==> src/rtl/spi_stat_pkg.sv <==
package spi_stat_pkg;
  localparam int STAT_W = 8;
  localparam int LEN_W  = 3;
  localparam int CNT_W  = LEN_W + 1;

  localparam int B_TDE  = 7;
  localparam int B_UNDR = 6;
  localparam int B_COLL = 5;
  localparam int B_ABRT = 4;
  localparam int B_OVR  = 3;
  localparam int B_RNE  = 2;
  localparam int B_XACT = 1;
  localparam int B_SSL  = 0;

  localparam logic [STAT_W-1:0] STAT_RST  = 8'h81;
  localparam logic [STAT_W-1:0] W1C_MASK  = 8'h78;

  // A length code of zero stands for the widest character.
  function automatic logic [CNT_W-1:0] char_bits(input logic [LEN_W-1:0] len);
    if (len == '0) return CNT_W'(1 << LEN_W);
    return {1'b0, len};
  endfunction

  function automatic logic char_short(input logic [CNT_W-1:0] cnt,
                                      input logic [LEN_W-1:0] len);
    return cnt < char_bits(len);
  endfunction
endpackage

==> src/rtl/spi_stat_evt.sv <==
module spi_stat_evt
  import spi_stat_pkg::*;
(
  input  logic             slave_mode,
  input  logic             multi_master_en,
  input  logic             baud_ctl,
  input  logic [LEN_W-1:0] char_len,
  input  logic             xfer_active,
  input  logic [CNT_W-1:0] bit_cnt,
  input  logic             char_start,
  input  logic             rx_done,
  input  logic             mode_fault,
  input  logic             ss_deassert,
  input  logic             sck_timeout,
  input  logic             tde_now,
  input  logic             rne_now,
  output logic             ev_underrun,
  output logic             ev_overrun,
  output logic             ev_abort,
  output logic             ev_collision
);
  logic cut_short;
  logic mon_abort;

  always_comb begin
    cut_short    = slave_mode && xfer_active && ss_deassert && char_short(bit_cnt, char_len);
    mon_abort    = slave_mode && sck_timeout && !multi_master_en && baud_ctl;
    ev_abort     = cut_short || mon_abort;
    ev_underrun  = slave_mode && char_start && tde_now;
    ev_overrun   = rx_done && rne_now;
    ev_collision = mode_fault;
  end
endmodule

==> src/rtl/spi_stat_bit.sv <==
module spi_stat_bit #(
  parameter logic RST_VAL = 1'b0
) (
  input  logic clk,
  input  logic rst_n,
  input  logic enable,
  input  logic set_i,
  input  logic clr_i,
  output logic q_o
);
  always_ff @(posedge clk or negedge rst_n) begin
    if (!rst_n)       q_o <= RST_VAL;
    else if (!enable) q_o <= RST_VAL;
    else if (set_i)   q_o <= 1'b1;
    else if (clr_i)   q_o <= 1'b0;
  end
endmodule

==> src/rtl/spi_stat_reg.sv <==
module spi_stat_reg
  import spi_stat_pkg::*;
(
  input  logic              clk,
  input  logic              rst_n,
  input  logic              enable,
  input  logic              slave_mode,
  input  logic              multi_master_en,
  input  logic              baud_ctl,
  input  logic [LEN_W-1:0]  char_len,
  input  logic              xfer_active,
  input  logic              ss_level,
  input  logic [CNT_W-1:0]  bit_cnt,
  input  logic              tx_wr,
  input  logic              tx_load,
  input  logic              char_start,
  input  logic              rx_done,
  input  logic              rx_rd,
  input  logic              mode_fault,
  input  logic              ss_deassert,
  input  logic              sck_timeout,
  input  logic              reg_wr,
  input  logic [STAT_W-1:0] reg_wdata,
  output logic [STAT_W-1:0] stat_o
);
  logic [STAT_W-1:0] flag_q;
  logic [STAT_W-1:0] set_vec;
  logic [STAT_W-1:0] clr_vec;
  logic [STAT_W-1:0] w1c_hit;
  logic ev_underrun, ev_overrun, ev_abort, ev_collision;

  spi_stat_evt u_evt (
    .slave_mode      (slave_mode),
    .multi_master_en (multi_master_en),
    .baud_ctl        (baud_ctl),
    .char_len        (char_len),
    .xfer_active     (xfer_active),
    .bit_cnt         (bit_cnt),
    .char_start      (char_start),
    .rx_done         (rx_done),
    .mode_fault      (mode_fault),
    .ss_deassert     (ss_deassert),
    .sck_timeout     (sck_timeout),
    .tde_now         (flag_q[B_TDE]),
    .rne_now         (flag_q[B_RNE]),
    .ev_underrun     (ev_underrun),
    .ev_overrun      (ev_overrun),
    .ev_abort        (ev_abort),
    .ev_collision    (ev_collision)
  );

  assign w1c_hit = (reg_wr ? reg_wdata : '0) & W1C_MASK;

  always_comb begin
    set_vec = '0;
    clr_vec = w1c_hit;
    set_vec[B_TDE]  = tx_load;
    clr_vec[B_TDE]  = tx_wr;
    set_vec[B_UNDR] = ev_underrun;
    set_vec[B_COLL] = ev_collision;
    set_vec[B_ABRT] = ev_abort;
    set_vec[B_OVR]  = ev_overrun;
    set_vec[B_RNE]  = rx_done;
    clr_vec[B_RNE]  = rx_rd;
    set_vec[B_XACT] = xfer_active;
    clr_vec[B_XACT] = !xfer_active;
    set_vec[B_SSL]  = ss_level;
    clr_vec[B_SSL]  = !ss_level;
  end

  for (genvar i = 0; i < STAT_W; i++) begin : g_flag
    spi_stat_bit #(.RST_VAL(STAT_RST[i])) u_bit (
      .clk    (clk),
      .rst_n  (rst_n),
      .enable (enable),
      .set_i  (set_vec[i]),
      .clr_i  (clr_vec[i]),
      .q_o    (flag_q[i])
    );
  end

  always_comb begin
    stat_o        = flag_q;
    stat_o[B_TDE] = flag_q[B_TDE] && enable;
  end
endmodule

==> config.mk <==
export PLATFORM = sky130hd
export DESIGN_NAME = spi_stat_reg
export DESIGN_NICKNAME = d
export VERILOG_FILES = /design/src/rtl/spi_stat_pkg.sv /design/src/rtl/spi_stat_evt.sv /design/src/rtl/spi_stat_bit.sv /design/src/rtl/spi_stat_reg.sv
export SDC_FILE = /design/constraint.sdc
export NUM_CORES = 1
export LEC_CHECK = 0
export BUFFER_PORTS_ARGS = -buffer_cell sky130_fd_sc_hd__buf_4
export CAP_MARGIN = 25
export CORE_MARGIN = 2
export CORE_UTILIZATION = 36
export DETAILED_ROUTE_END_ITERATION = 16
export GPL_TIMING_DRIVEN = 0
export PLACE_DENSITY = 0.72
export SETUP_SLACK_MARGIN = 0.02
export SKIP_LAST_GASP = 1
export SLEW_MARGIN = 0
export SYNTH_ARGS = -nofsm -noshare
export SYNTH_HDL_FRONTEND = slang
export SYNTH_SLANG_ARGS = --single-unit
==> constraint.sdc <==
create_clock -name clk -period 1.4 [get_ports clk]
set_clock_uncertainty 0.1 [all_clocks]
set_input_delay 0.14 -clock clk [delete_from_list [all_inputs] [get_ports clk]]
set_output_delay 0.14 -clock clk [all_outputs]
set_load 0.05 [all_outputs]
==> results of run 1 <==
## synth_stat cells
library cell	count	area share (%)
nor2b_1	5	6.7
and2_1	1	1.3
o2111ai_1	1	1.9
or3b_1	1	1.9
dfstp_2	2	11
and2_4	1	1.9
ha_1	3	8.0
nand3b_1	1	1.6
or2b_1	1	1.6
nand2_1	4	3.2
a21oi_1	2	2.1
a32oi_1	1	1.9
inv_1	2	1.6
a32o_1	1	2.1
and4_1	1	1.9
or3_1	1	1.3
a22oi_1	1	1.6
o21a_1	1	1.6
nand2b_1	1	1.3
dfrtp_1	6	32
a22o_1	1	1.9
buf_4	7	11
## path summary, 6_finish.rpt
| path | to | startpoint | slack [ns] | cells after the start |
|---|---|---|---|---|
| worst min register to register | g_flag[7].u_bit.q_o$_DFFE_PN1P_ | g_flag[7].u_bit.q_o$_DFFE_PN1P_ | 0.42 | 2 |
| worst max-delay path | stat_o[7] | g_flag[7].u_bit.q_o$_DFFE_PN1P_ | 0.07 | 2 |
| worst max register to register | g_flag[4].u_bit.q_o$_DFFE_PN0P_ | g_flag[4].u_bit.q_o$_DFFE_PN0P_ | 0.39 | 2 |
| max in group asynchronous | g_flag[0].u_bit.q_o$_DFF_PN1_ | rst_n | 0.85 | 2 |
| worst min-delay path | g_flag[7].u_bit.q_o$_DFFE_PN1P_ | enable | 0.008 | 2 |
| min in group asynchronous | g_flag[5].u_bit.q_o$_DFFE_PN0P_ | rst_n | 0.14 | 2 |
## logic make-up after synthesis
group	after synthesis	synth area share [%]
simple gates	17	22.73
fa+ha+maj	3	8.022
compound gates	8	13.10
flops	8	43.31
buf+inv	9	12.83
## metal layers
metal  track usage (%)  part of all wire [%]
met5                 0                     0
met1             17.24                    39
met4             10.34                     0
met2             25.81                    52
met3             5.556                   8.9
## through the flow
step,area [um2],setup slack (ns),power (mW)
finish,808.3,0.06675,0.6433
CTS,804.5,0.04071,0.6541
global route,808.3,0.02685,0.6882
floorplan,467.9,0.02418,0.3585
global placement,748.2,-0.1198,0.4516
detailed placement,748.2,-0.1242,0.4533
## area by class of cell
type                       count  area, um2  area share (%)
clock buffer                   4      26.28           3.251
tap                           14      17.52           2.167
buffer                         7      52.55           6.502
multi-input combinational     28      205.2           25.39
timing repair buffer          38      296.5           36.69
inverter                       2      7.507          0.9288
sequential                     8      202.7           25.08
## worst register-to-register path: cells and delay by family (launching register included)
family | cells | cell delay (ns)
compound gates | 2 | 0.43
flops | 1 | 0.37
## where the power goes
group	switching [mW]	total [mW]	internal [mW]
clock	0.0772	0.186	0.109
sequential	0.00639	0.253	0.246
combinational	0.0949	0.204	0.109
## repair_timing
item / 4_1_cts / 5_1_grt
hold buffers: 3 / 0
gates resized for setup: 0 / 1
setup endpoints to repair: 0 / 1
hold endpoints to repair: 10 / 0
## placed cells by master (no fill, tap or decap)
master         count
a21oi_1            2
a22o_1             1
a22oi_1            1
a32o_1             1
a32oi_1            1
and2_1             1
and2_4             1
and4_1             1
buf_4             41
buf_6              1
clkbuf_1           1
clkbuf_4           3
dfrtp_1            6
dfstp_2            2
dlygate4sd3_1      3
ha_1               3
inv_1              2
nand2_1            4
nand2b_1           1
nand3b_1           1
nor2b_1            5
o2111ai_1          1
o21a_1             1
or2b_1             1
or3_1              1
or3b_1             1
==> metrics.md, run 1 <==
| Metric | Value |
|---|---|
| Final layout net count | 123 |
| Crit path largest cell delay | between 0.5 and 0.6 ns |
| Crit end category | output port |
| Minimum clock period | ~1.3 ns |
| Clk root buf | clkbuf_4 |
| Boundary Pins | 40 |
| Post-Synthesis Cell Area | between 400 and 500 um2 |
| Reg clk slew, reported paths | approximately 0.05 ns |
| # setup viols final | 0 |
| Initial antenna violation count | 0 |
| DR WL/cell | roughly 11 um |
| Max VDD drop | 0.5817 mV |
| DRC | 0 |
| Placer congestion estimate | ~0.63 |
| Crit-path leading delay family | flip-flops |
| Layout cell share with drive strength beyond 1 | 55.17% |
| Setup CP Type | reg -> out |
| Antenna cells | 0 |
| Site Rows | 12 |
| Vias in the first global route | ~430 |
| Largest reg by FF count | g_flag.u_bit.q_o |
| Post-CTS setup buffers | 0 |
| Layout Utilization | roughly 70% |
| H-tree depth | 1 |
| Final-report max-slew violation count | 0 |
| Crit path arrival time | roughly 1.1 ns |
| WP data required | between 1 and 1.5 ns |
| CP startpoint kind | flop |
| Cell Pwr Density | 795.8 nW/um2 |
| Largest net degree at the start of global routing | 10 |
| Post-route insts no fill | a little over 100 |
| Largest registers | g_flag.u_bit.q_o x8 |
| Status | completed |
| FF+latch count, synth | 8 |
| Seq/Total Area, Yosys | between 40% and 50% |
| Syn_nets | 80 |
| Clock latency on the worst-skew pair | approximately 0.25 ns |
| WHS | 0.008229 ns |
| Grt ovf | 0 |
| Drt first pass iters | 4 |
| Die footprint | ~1600 um2 |
| RSZ-0062 raised after global routing | no |
| CTS Buf Count | 3 |
| Slew @ Worst Pin | ~0.18 ns |
| Warnings, synthesis | 0 |
| Filler cell count | ~90 |
| Clk sinks | 8 |
| Placed insts | 94 |
| Initial DRC count | 7 |
| Area grow syn2layout | 72.73% |
| Max cap viols | 0 |
| Endpoints failing hold | 0 |
| Initial Utilization | approximately two fifths |
| Die width | about 40 um |
| Post-Synthesis Cells | 45 |
| Synth unique cells | 22 |
| DR vias | 457 |
| GRT Util Overall | ~16% |
| Buf+Inv Stages, Crit Path | 1 |
| Static leakage | 0.4242 nW |
| Post-synthesis area per instance | approximately 10 um2 |
| Rel. slew slack | roughly nine tenths |
| Total wire length | 1.096 mm |
| Max Fclk | between 0.7 and 0.8 GHz |
| HP Class | in -> reg |
| Crit-path slowest cell | dfstp_2 |
| Setup TNS | 0 ns |
| Die H | 40.06 um |
| Period utilization | 95.23% |
| Core area | 1156 um2 |
| CTS Buffer Depth | 2 |
| DP HPWL | 876.3 um |
| # port buffers | 35 |
| CTS tree | done |
| CP max FO | 3 |
| CP Cell Sequence | and2_1 -> buf_6 |
| Antenna-violating nets left | 0 |
| First-pass GRT wire length | about 1.6 mm |
| Vias per inst | 4.525 |
| Largest register FFs | 8 |
Power figures use the tool's default switching activity.
==> inputs of run 2 (changes only) <==
==> constraint.sdc (replaced) <==
create_clock -name clk -period 1.4 [get_ports clk]
set_clock_uncertainty 0.1 [all_clocks]
set_input_delay 0.14 -clock clk [delete_from_list [all_inputs] [get_ports clk]]
set_output_delay 0.14 -clock clk [all_outputs]
set_load 0.01 [all_outputs]
==> metrics.md, run 2 (synthesis results as in run 1) <==
| Metric | Value |
|---|---|
| Placer congestion estimate | 0.6328 (unchanged) |
| Boundary Pins | 40 (unchanged) |
| Site Rows | 12 (unchanged) |
| Vias per inst | 4.525 (unchanged) |
| Setup CP Type | reg -> out (unchanged) |
| Max VDD drop | 0.5410 mV (was 0.5817 mV) |
| CP max FO | 3 (unchanged) |
| Period utilization | 91.02% (was 95.23%) |
| Crit path arrival time | 1.03 ns (was 1.09 ns) |
| RSZ-0062 raised after global routing | no (unchanged) |
| # setup viols final | 0 (unchanged) |
| Die H | 40.06 um (unchanged) |
| Clock latency on the worst-skew pair | 0.25 ns (about the same) |
| Filler cell count | 93 (was 91) |
| Final layout net count | 123 (unchanged) |
| Area grow syn2layout | 71.93% (was 72.73%) |
| Die width | 40.06 um (unchanged) |
| First-pass GRT wire length | 1.614 mm (unchanged) |
| DR WL/cell | 10.86 um (was 10.85 um) |
| Endpoints failing hold | 0 (unchanged) |
| CTS Buf Count | 3 (unchanged) |
| Clk sinks | 8 (unchanged) |
| # port buffers | 35 (unchanged) |
| Most common cell after layout, fill and taps aside | buf_4 (unchanged) |
| GRT Util Overall | 15.85% (unchanged) |
| Total wire length | 1.097 mm (was 1.096 mm) |
| Largest net degree at the start of global routing | 10 (unchanged) |
| HP Class | in -> reg (unchanged) |
| CTS tree | done (unchanged) |
| Rel. slew slack | 88.10% (unchanged) |
| Largest reg by FF count | g_flag.u_bit.q_o (unchanged) |
| Max cap viols | 0 (unchanged) |
| WP data required | 1.16 ns (about the same) |
| Cell Pwr Density | 744.0 nW/um2 (was 795.8 nW/um2) |
| Initial DRC count | 7 (unchanged) |
| Post-route insts no fill | 101 (unchanged) |
| Minimum clock period | 1.274 ns (was 1.333 ns) |
| DP HPWL | 876.3 um (unchanged) |
| CP startpoint kind | flop (unchanged) |
| H-tree depth | 1 (unchanged) |
| Largest registers | g_flag.u_bit.q_o x8 (unchanged) |
| Static leakage | 0.4230 nW (was 0.4242 nW) |
| Post-placement cell area | 748.2 um2 (unchanged) |
| Layout cell share with drive strength beyond 1 | 55.17% (unchanged) |
| Antenna cells | 0 (unchanged) |
| Crit end category | output port (unchanged) |
| Drt first pass iters | 4 (unchanged) |
| Reg clk slew, reported paths | 0.05 ns (about the same) |
| Largest register FFs | 8 (unchanged) |
| Post-CTS setup buffers | 0 (unchanged) |
| Commonest non-fill, non-tap cells in the layout | buf_4, dfrtp_1, nor2b_1 (unchanged) |
| Slew @ Worst Pin | 0.1784 ns (unchanged) |
| DR vias | 457 (unchanged) |
| Final-report max-slew violation count | 0 (unchanged) |
| Antenna-violating nets left | 0 (unchanged) |
| CTS Buffer Depth | 2 (unchanged) |
| Core area | 1156 um2 (unchanged) |
| Initial Utilization | 40.48% (unchanged) |
| Status | completed (unchanged) |
| Initial antenna violation count | 0 (unchanged) |
| Max Fclk | 0.7847 GHz (was 0.7500 GHz) |
| Clk root buf | clkbuf_4 (unchanged) |
| Final Cell Area | 804.5 um2 (was 808.3 um2) |
| DRC | 0 (unchanged) |
| Grt ovf | 0 (unchanged) |
| Placed insts | 94 (unchanged) |
| Vias in the first global route | 425 (unchanged) |
| Die footprint | 1604 um2 (unchanged) |
[run 2: cell counts in the layout (fill, tap and decap cells not counted)]
Identical to the previous run, type by type.
[run 2: metrics by stage]
stage / hold WS [ns] / total power [mW] / setup TNS (ns) / utilization [%] / setup WS [ns]
2_1_floorplan: -0.2556 / 0.3154 / 0 / - / 0.02418
3_3_place_gp: -0.1364 / 0.4084 / -0.1198 / 64.72 / -0.1198
3_5_place_dp: -0.1364 / 0.4101 / -0.1242 / 64.72 / -0.1242
4_1_cts: 0.00002393 / 0.6109 / 0 / 69.59 / 0.1181
5_1_grt: 0.005526 / 0.6435 / 0 / 69.59 / 0.08436
6_report: 0.008178 / 0.5985 / 0 / 69.59 / 0.1257
[run 2: final timing paths]
check                                             endpoint  cells after the start  slack (ns)                             from
hold reg to reg            g_flag[7].u_bit.q_o$_DFFE_PN1P_                      2        0.42  g_flag[7].u_bit.q_o$_DFFE_PN1P_
setup reg to reg           g_flag[4].u_bit.q_o$_DFFE_PN0P_                      2        0.39  g_flag[4].u_bit.q_o$_DFFE_PN0P_
min in group asynchronous  g_flag[5].u_bit.q_o$_DFFE_PN0P_                      2        0.14                            rst_n
hold / removal             g_flag[7].u_bit.q_o$_DFFE_PN1P_                      2       0.008                           enable
setup / recovery                                 stat_o[7]                      2        0.13  g_flag[7].u_bit.q_o$_DFFE_PN1P_
max in group asynchronous    g_flag[0].u_bit.q_o$_DFF_PN1_                      2        0.85                            rst_n
[run 2: area by class of cell]
class / instances / area (um2) / share of cell area [%]
multi-input combinational: 28 / 205.2 / 25.51
clock buffer: 4 / 26.28 / 3.266
buffer: 7 / 52.55 / 6.532
sequential: 8 / 202.7 / 25.19
timing repair buffer: 38 / 292.8 / 36.39
inverter: 2 / 7.507 / 0.9331
tap: 14 / 17.52 / 2.177
[run 2: what timing repair did]
item / 4_1_cts / 5_1_grt
gates resized for setup: 0 / 0
hold endpoints to repair: 10 / 0
hold buffers: 3 / 0
[run 2: where the power goes]
| group | internal, mW | leakage (nW) | total (mW) | switching, mW |
|---|---|---|---|---|
| clock network | 0.109 | 0.0150 | 0.186 | 0.0773 |
| logic | 0.107 | 0.308 | 0.159 | 0.0525 |
| registers | 0.246 | 0.0998 | 0.253 | 0.00639 |
[run 2: worst max-delay path, cell delays in order (launching register included)]
cell and delay, ns:
dfstp_2 0.54, and2_1 0.13, buf_4 0.12
[run 2: per-layer routing]
| layer | vias to the layer above | wire length, um | track usage, % |
|---|---|---|---|
| met4 | 0 | 0 | 10.34 |
| li1 | 236 | - | - |
| met3 | 0 | 97 | 5.556 |
| met2 | 29 | 567 | 25.81 |
| met5 | - | 0 | 0 |
| met1 | 192 | 432 | 17.24 |
